[src/rtl/dtmr_pkg.sv]
package dtmr_pkg;
  localparam int unsigned NUM_TMR    = 2;
  localparam int unsigned ADDR_W     = 12;
  localparam int unsigned DATA_W     = 32;
  localparam int unsigned CAUSE_BASE = 1;
  localparam int unsigned TMR_STRIDE = 8;

  localparam logic [ADDR_W-1:0] OFF_CTRL  = 12'h000;
  localparam logic [ADDR_W-1:0] OFF_RLD   = 12'h010;
  localparam logic [ADDR_W-1:0] OFF_VAL   = 12'h014;
  localparam logic [ADDR_W-1:0] OFF_CAUSE = 12'h110;
  localparam logic [ADDR_W-1:0] OFF_MASK  = 12'h114;

  typedef struct packed {
    logic reload;
    logic run;
  } tmr_ctl_t;

  function automatic logic [ADDR_W-1:0] rld_off(int unsigned t);
    return OFF_RLD + ADDR_W'(t * TMR_STRIDE);
  endfunction

  function automatic logic [ADDR_W-1:0] val_off(int unsigned t);
    return OFF_VAL + ADDR_W'(t * TMR_STRIDE);
  endfunction

  function automatic int unsigned cause_pos(int unsigned t);
    return t + CAUSE_BASE;
  endfunction

  function automatic int unsigned run_pos(int unsigned t);
    return 2 * t;
  endfunction

  function automatic int unsigned reload_pos(int unsigned t);
    return 2 * t + 1;
  endfunction
endpackage

[src/rtl/dtmr_counter.sv]
module dtmr_counter #(
  parameter int unsigned CNT_W = 32
) (
  input  logic             clk_i,
  input  logic             rst_ni,
  input  logic             run_i,
  input  logic             reload_en_i,
  input  logic [CNT_W-1:0] rld_i,
  input  logic             ld_i,
  input  logic [CNT_W-1:0] ld_val_i,
  output logic [CNT_W-1:0] cnt_o,
  output logic             expire_o
);
  localparam logic [CNT_W-1:0] ONE  = CNT_W'(1);
  localparam logic [CNT_W-1:0] ZERO = '0;

  logic [CNT_W-1:0] cnt_q, cnt_d;
  logic             at_zero;

  assign at_zero  = (cnt_q == ZERO);
  assign expire_o = run_i && !ld_i && (cnt_q == ONE);

  always_comb begin
    cnt_d = cnt_q;
    if (ld_i) begin
      cnt_d = ld_val_i;
    end else if (run_i) begin
      if (!at_zero)         cnt_d = cnt_q - ONE;
      else if (reload_en_i) cnt_d = rld_i;
    end
  end

  always_ff @(posedge clk_i or negedge rst_ni) begin
    if (!rst_ni) cnt_q <= ZERO;
    else         cnt_q <= cnt_d;
  end

  assign cnt_o = cnt_q;
endmodule

[src/rtl/dtmr_regfile.sv]
module dtmr_regfile
  import dtmr_pkg::*;
#(
  parameter int unsigned CNT_W = 32
) (
  input  logic                           clk_i,
  input  logic                           rst_ni,
  input  logic                           req_valid_i,
  input  logic                           req_write_i,
  input  logic [ADDR_W-1:0]              req_addr_i,
  input  logic [DATA_W-1:0]              req_wdata_i,
  input  logic [NUM_TMR-1:0][CNT_W-1:0]  cnt_i,
  input  logic [NUM_TMR-1:0]             expire_i,
  output tmr_ctl_t [NUM_TMR-1:0]         ctl_o,
  output logic [NUM_TMR-1:0][CNT_W-1:0]  rld_o,
  output logic [NUM_TMR-1:0]             val_ld_o,
  output logic [CNT_W-1:0]               ld_val_o,
  output logic [NUM_TMR-1:0]             cause_o,
  output logic [NUM_TMR-1:0]             mask_o,
  output logic                           rd_valid_o,
  output logic [DATA_W-1:0]              rd_data_o
);
  logic wr_go, rd_go;
  logic hit_ctrl, hit_cause, hit_mask;
  logic [NUM_TMR-1:0] hit_rld, hit_val;

  tmr_ctl_t [NUM_TMR-1:0]        ctl_q;
  logic [NUM_TMR-1:0][CNT_W-1:0] rld_q;
  logic [NUM_TMR-1:0]            cause_q, mask_q;
  logic                          rd_valid_q;
  logic [DATA_W-1:0]             rd_data_q, rdata_c;

  assign wr_go     = req_valid_i && req_write_i;
  assign rd_go     = req_valid_i && !req_write_i;
  assign hit_ctrl  = (req_addr_i == OFF_CTRL);
  assign hit_cause = (req_addr_i == OFF_CAUSE);
  assign hit_mask  = (req_addr_i == OFF_MASK);
  assign ld_val_o  = CNT_W'(req_wdata_i);

  for (genvar t = 0; t < NUM_TMR; t++) begin : g_tmr
    assign hit_rld[t]  = (req_addr_i == rld_off(t));
    assign hit_val[t]  = (req_addr_i == val_off(t));
    assign val_ld_o[t] = wr_go && hit_val[t];

    always_ff @(posedge clk_i or negedge rst_ni) begin
      if (!rst_ni) begin
        ctl_q[t]   <= '0;
        rld_q[t]   <= '0;
        mask_q[t]  <= 1'b0;
        cause_q[t] <= 1'b0;
      end else begin
        if (wr_go && hit_ctrl) begin
          ctl_q[t].run    <= req_wdata_i[run_pos(t)];
          ctl_q[t].reload <= req_wdata_i[reload_pos(t)];
        end
        if (wr_go && hit_rld[t]) rld_q[t] <= CNT_W'(req_wdata_i);
        if (wr_go && hit_mask)   mask_q[t] <= req_wdata_i[cause_pos(t)];
        // expiry wins over a same-edge software clear
        cause_q[t] <= expire_i[t] ||
                      (cause_q[t] && !(wr_go && hit_cause && !req_wdata_i[cause_pos(t)]));
      end
    end
  end

  always_comb begin
    rdata_c = '0;
    for (int t = 0; t < NUM_TMR; t++) begin
      if (hit_ctrl) begin
        rdata_c[run_pos(t)]    = ctl_q[t].run;
        rdata_c[reload_pos(t)] = ctl_q[t].reload;
      end
      if (hit_rld[t]) rdata_c = DATA_W'(rld_q[t]);
      if (hit_val[t]) rdata_c = DATA_W'(cnt_i[t]);
      if (hit_cause)  rdata_c[cause_pos(t)] = cause_q[t];
      if (hit_mask)   rdata_c[cause_pos(t)] = mask_q[t];
    end
  end

  always_ff @(posedge clk_i or negedge rst_ni) begin
    if (!rst_ni) begin
      rd_valid_q <= 1'b0;
      rd_data_q  <= '0;
    end else begin
      rd_valid_q <= rd_go;
      if (rd_go) rd_data_q <= rdata_c;
    end
  end

  assign ctl_o      = ctl_q;
  assign rld_o      = rld_q;
  assign cause_o    = cause_q;
  assign mask_o     = mask_q;
  assign rd_valid_o = rd_valid_q;
  assign rd_data_o  = rd_data_q;
endmodule

[src/rtl/dual_down_timer.sv]
module dual_down_timer
  import dtmr_pkg::*;
#(
  parameter int unsigned CNT_W = 32
) (
  input  logic               clk_i,
  input  logic               rst_ni,
  input  logic               req_valid_i,
  input  logic               req_write_i,
  input  logic [ADDR_W-1:0]  req_addr_i,
  input  logic [DATA_W-1:0]  req_wdata_i,
  output logic               rd_valid_o,
  output logic [DATA_W-1:0]  rd_data_o,
  output logic [NUM_TMR-1:0] irq_o
);
  tmr_ctl_t [NUM_TMR-1:0]        ctl_w;
  logic [NUM_TMR-1:0][CNT_W-1:0] rld_w, cnt_w;
  logic [NUM_TMR-1:0]            val_ld_w, expire_w, cause_w, mask_w;
  logic [CNT_W-1:0]              ld_val_w;

  dtmr_regfile #(.CNT_W(CNT_W)) u_regs (
    .clk_i       (clk_i),
    .rst_ni      (rst_ni),
    .req_valid_i (req_valid_i),
    .req_write_i (req_write_i),
    .req_addr_i  (req_addr_i),
    .req_wdata_i (req_wdata_i),
    .cnt_i       (cnt_w),
    .expire_i    (expire_w),
    .ctl_o       (ctl_w),
    .rld_o       (rld_w),
    .val_ld_o    (val_ld_w),
    .ld_val_o    (ld_val_w),
    .cause_o     (cause_w),
    .mask_o      (mask_w),
    .rd_valid_o  (rd_valid_o),
    .rd_data_o   (rd_data_o)
  );

  for (genvar t = 0; t < NUM_TMR; t++) begin : g_cnt
    dtmr_counter #(.CNT_W(CNT_W)) u_cnt (
      .clk_i       (clk_i),
      .rst_ni      (rst_ni),
      .run_i       (ctl_w[t].run),
      .reload_en_i (ctl_w[t].reload),
      .rld_i       (rld_w[t]),
      .ld_i        (val_ld_w[t]),
      .ld_val_i    (ld_val_w),
      .cnt_o       (cnt_w[t]),
      .expire_o    (expire_w[t])
    );
  end

  assign irq_o = cause_w & mask_w;
endmodule

[config.mk]
export PLATFORM = sky130hd
export DESIGN_NAME = dual_down_timer
export DESIGN_NICKNAME = d
export VERILOG_FILES = /design/src/rtl/dtmr_pkg.sv /design/src/rtl/dtmr_counter.sv /design/src/rtl/dtmr_regfile.sv /design/src/rtl/dual_down_timer.sv
export SDC_FILE = /design/constraint.sdc
export NUM_CORES = 1
export LEC_CHECK = 0
export BUFFER_PORTS_ARGS = -buffer_cell sky130_fd_sc_hd__buf_2
export CELL_PAD_IN_SITES_DETAIL_PLACEMENT = 1
export CELL_PAD_IN_SITES_GLOBAL_PLACEMENT = 2
export CORE_ASPECT_RATIO = 1.75
export CORE_MARGIN = 2
export CORE_UTILIZATION = 40
export CTS_BUF_LIST = sky130_fd_sc_hd__clkbuf_8
export DETAILED_ROUTE_END_ITERATION = 8
export PLACE_DENSITY = 0.94
export SETUP_SLACK_MARGIN = 0.02
export SYNTH_ARGS = -nofsm -noshare
export SYNTH_HDL_FRONTEND = slang
export SYNTH_HIERARCHICAL = 1
export SYNTH_SLANG_ARGS = --single-unit
[constraint.sdc]
create_clock -name clk_i -period 6.8 [get_ports clk_i]
set_clock_uncertainty 0.2 [all_clocks]
set_input_delay 1.36 -clock clk_i [delete_from_list [all_inputs] [get_ports clk_i]]
set_output_delay 1.36 -clock clk_i [all_outputs]
set_load 0.05 [all_outputs]
==> impl.org <==
** Status
- The flow ran to the end, and the final reports show no timing, DRC or antenna violations.

** Min path
- Cell count of the worst hold path :: 1
- In this run the worst hold path is classified as reg2reg.

** Synthesis
- Synthesis warning total :: 6
- The synthesized design contains 169 register bits.
- When the netlist entered floorplanning its net count stood at 1112.
- Counting flops with an async set or reset pin after synthesis yields a share of 1.000.
- Of the synthesized area, sequential elements account for 0.4161.
- Number of unique standard cell types used by synthesis :: 90
- Among all flip-flop cells after synthesis, the most frequent one is dfrtp_1.
- Syn Std Cell Area :: 10160 um^2
- Post-synth EDFFs :: 0
- In the synthesized netlist, the number of instances is 1060.
- A synthesized cell averages 9.588 um^2.

** Pwr
- The internal portion of the total power is 1.493 mW.
- Of the total power, the share spent switching nets is 0.2760.
- Across the VDD grid, the largest voltage drop is 0.08694 mV.
- Part of the power in combinational logic :: 0.108
- Sequential cell fraction of total power :: 0.508
- Total net switching power :: 569.0 uW
- Power per cell area :: 188.9 nW/um^2
- In this run the static leakage power is 4.697 nW.
- Total power :: 2.062 mW
- Part of the total power dissipated in the clock network :: 0.384

** Clock network
- For the worst-skew pair, the clock arrives at the later sink with an insertion delay of 510 ps.
- The clock passes through at most 2 buffers.
- TritonCTS built the clock tree.
- Post-CTS timing repair inserted 0 buffers for setup.
- The number of gates resized after CTS was 0.
- Clock-pin slew was measured on the worst setup and hold paths at 80 ps.
- The H-tree generated during clock tree synthesis spans 4 levels.
- For this design, the CTS-stage hold fixing added 0 buffers.
- The tree is rooted in a clkbuf_8.
- # clock sinks :: 169
- Num CTS Buffers :: 17

** STA
- At the pin with the least slew margin, the transition time is 1256 ps.
- In the final timing run, aggregate negative setup slack is 0 ps.
- Setup violations remaining at the end of the flow were counted as 0.
- The count of final max-slew check failures was 0.
- The worst pin sits at a relative slew slack of 0.1595.
- Final count of hold timing violations :: 0
- Unrepaired setup endpoints after global routing :: no
- Final worst path period need :: 4421 ps
- Dividing the final minimum period by the clock period gives 0.6501.
- Based on the critical path, the design can be clocked at up to 0.2262 GHz.

** GRT
- The via count of the first global-routing pass was 9814.
- Residual overflow from global routing :: 0
- The initial antenna violation count is 0.
- Global-route usage over all layers :: 0.2849
- Entering global routing, the biggest net connects 61 pins.
- First-pass GRT wire length :: 58650 um

** Worst setup path
- Arr. time, crit path :: 4610 ps
- STA classifies the critical path startpoint as an input pin.
- Of all nets on the critical path, the largest fanout is 32.
- Start-to-end type of the worst setup path :: in2reg
- STA puts the critical path data required time at 6990 ps.
- Counting cells, the worst reg-to-reg path comes to 8.
- STA classifies the critical path endpoint as a register.
- For flop-to-flop paths, the worst setup slack is 2700 ps.

** Final layout
- The net count of the finished layout is 1125.
- Leaving out filler cells and counting taps, the final layout contains 1400.
- The number of antenna diodes in the final layout is 0.
- Area Overhead vs Synth :: 7.411%
- Leaving out fill and tap cells, the most frequent cell in the layout is dfrtp_1.
- In the layout the commonest cells are dfrtp_1 (169), nor2_1 (118), buf_2 (81).
- Ratio of cells with drive above 1 in the final layout :: 0.1688

** Floorplan
- Chip height :: 214.9 um
- The floorplan step defined a core boundary enclosing 25150 um^2.
- Die X-Extent :: 124.5 um
- Die area :: 26750 um^2
- In this run the count of I/O pins placed on the die edge is 83.
- Starting density of the core :: 0.4042
- Number of placement rows :: 77

** Placed design
- Last weighted congestion value of the routability-driven placer :: 0.9398
- Detailed placement HPWL :: 27730 um
- Port buffering added 82 buffers.
- Counting tap cells, the placed design contains a total of 1370 instances.

** Detailed routing
- Iteration count of the initial detailed-routing pass :: 5
- Total wire length :: 38550 um
- Post-detailed-route wirelength per cell :: 27.54 um
- After detailed routing, the number of remaining DRC violations is 0.
- Detailed routing inserted a total of 9310 vias.
- After the first detailed-routing iteration, the DRC count stood at 860.
- Antenna Nets Post-Route :: 0
- Dividing the detail-routed via count by the number of cells gives 6.650.

** Run
- Total of max-cap violations :: 0
==> worst max-delay path: stages <==
cell and delay (ps):
buf_2 130, nor4b_4 460, nand4_2 870, nor2_2 390, nand2_2 730, mux2_1 610
==> layer usage <==
layer | vias to the layer above | GRT usage | routed length (um) | share of wire
met1 | 4730 | 0.3228 | 14390 | 0.37
met2 | 444 | 0.4907 | 19490 | 0.51
met4 | 0 | 0.1831 | 2459 | 0.064
li1 | 4000 | - | - | -
met3 | 136 | 0.05078 | 2217 | 0.058
met5 | - | 0 | 0 | 0
==> registers in the layout, summed over array words and instances, names as in the netlist <==
signal / count
g_cnt.u_cnt/cnt_o: 64
u_regs/cause_o: 2
u_regs/ctl_o: 4
u_regs/mask_o: 2
u_regs/rd_data_o: 32
u_regs/rd_valid_o: 1
u_regs/rld_o: 64
==> final timing paths <==
path                                                  endpoint                           startpoint
min in group asynchronous  g_cnt[0].u_cnt/cnt_o[4]$_DFFE_PN0P_                               rst_ni
hold reg to reg                   u_regs/mask_o[0]$_DFFE_PN0P_         u_regs/mask_o[0]$_DFFE_PN0P_
hold / removal                    u_regs/mask_o[0]$_DFFE_PN0P_         u_regs/mask_o[0]$_DFFE_PN0P_
setup reg to reg           g_cnt[0].u_cnt/cnt_o[8]$_DFFE_PN0P_  g_cnt[0].u_cnt/cnt_o[1]$_DFFE_PN0P_
setup / recovery                  u_regs/rld_o[57]$_DFFE_PN0P_                        req_addr_i[5]
max in group asynchronous         u_regs/rld_o[21]$_DFFE_PN0P_                               rst_ni
==> power by group through the flow <==
stage | clock (mW) | combinational, mW | sequential, mW
3_3_place_gp | 0 | 0.218 | 1.07
6_report | 0.792 | 0.222 | 1.05
5_1_grt | 0.848 | 0.236 | 1.05
4_1_cts | 0.810 | 0.223 | 1.05
3_5_place_dp | 0 | 0.222 | 1.07
2_1_floorplan | 0 | 0.0725 | 1.14
==> through the flow <==
step	setup WS, ps	hold slack [ps]	area (um^2)	utilization
6_report	2379	326.3	10920	0.4341
5_1_grt	2198	347.3	10920	0.4341
4_1_cts	2412	329.4	10920	0.4341
3_5_place_dp	1855	308.1	10500	0.4176
3_3_place_gp	2026	291.3	10500	0.4176
2_1_floorplan	2992	269.7	10160	-
==> Yosys cell counts (14+ instances only) <==
library cell,count,area (um^2)
dfrtp_1,169,4229
nor2_1,119,446.7
nand2_1,65,244.0
a21oi_1,63,315.3
mux2_1,41,461.7
clkbuf_1,40,150.1
nor3_1,33,165.2
o22ai_1,33,206.5
buf_4,32,240.2
a221oi_1,31,271.5
mux2_4,30,450.4
o21ai_0,30,150.1
inv_1,22,82.58
nand3_1,21,105.1
buf_2,20,100.1
a211oi_1,18,135.1
a31oi_1,17,106.4
nand4_1,17,106.4
and3_1,15,93.84
or4_1,15,112.6
or3_1,14,87.58
==> area by class of cell <==
cell class | instances | area (um^2)
Inverter | 24 | 90.09
Clock inverter | 11 | 155.1
Multi-Input combinational cell | 766 | 5271
Timing Repair Buffer | 95 | 514.2
Fill cell | 2882 | 14230
Tap cell | 316 | 395.4
Clock buffer | 19 | 261.5
Sequential cell | 169 | 4229
==> cell families (layout without fill, tap and decap cells) <==
family                   count (synthesis)  count (layout)  synth area share
AND/OR/NAND/NOR                        377             377            0.1993
AO/OA/AOI/OAI                          287             287            0.1986
flip-flops                             169             169            0.4161
buffers and inverters                  125             149           0.06562
multiplexers                            81              81            0.1008
XOR/XNOR                                17              17           0.01465
adder cells (fa/ha/maj)                  4               4          0.004924
No activity file was read; power rests on OpenSTA's default activity.
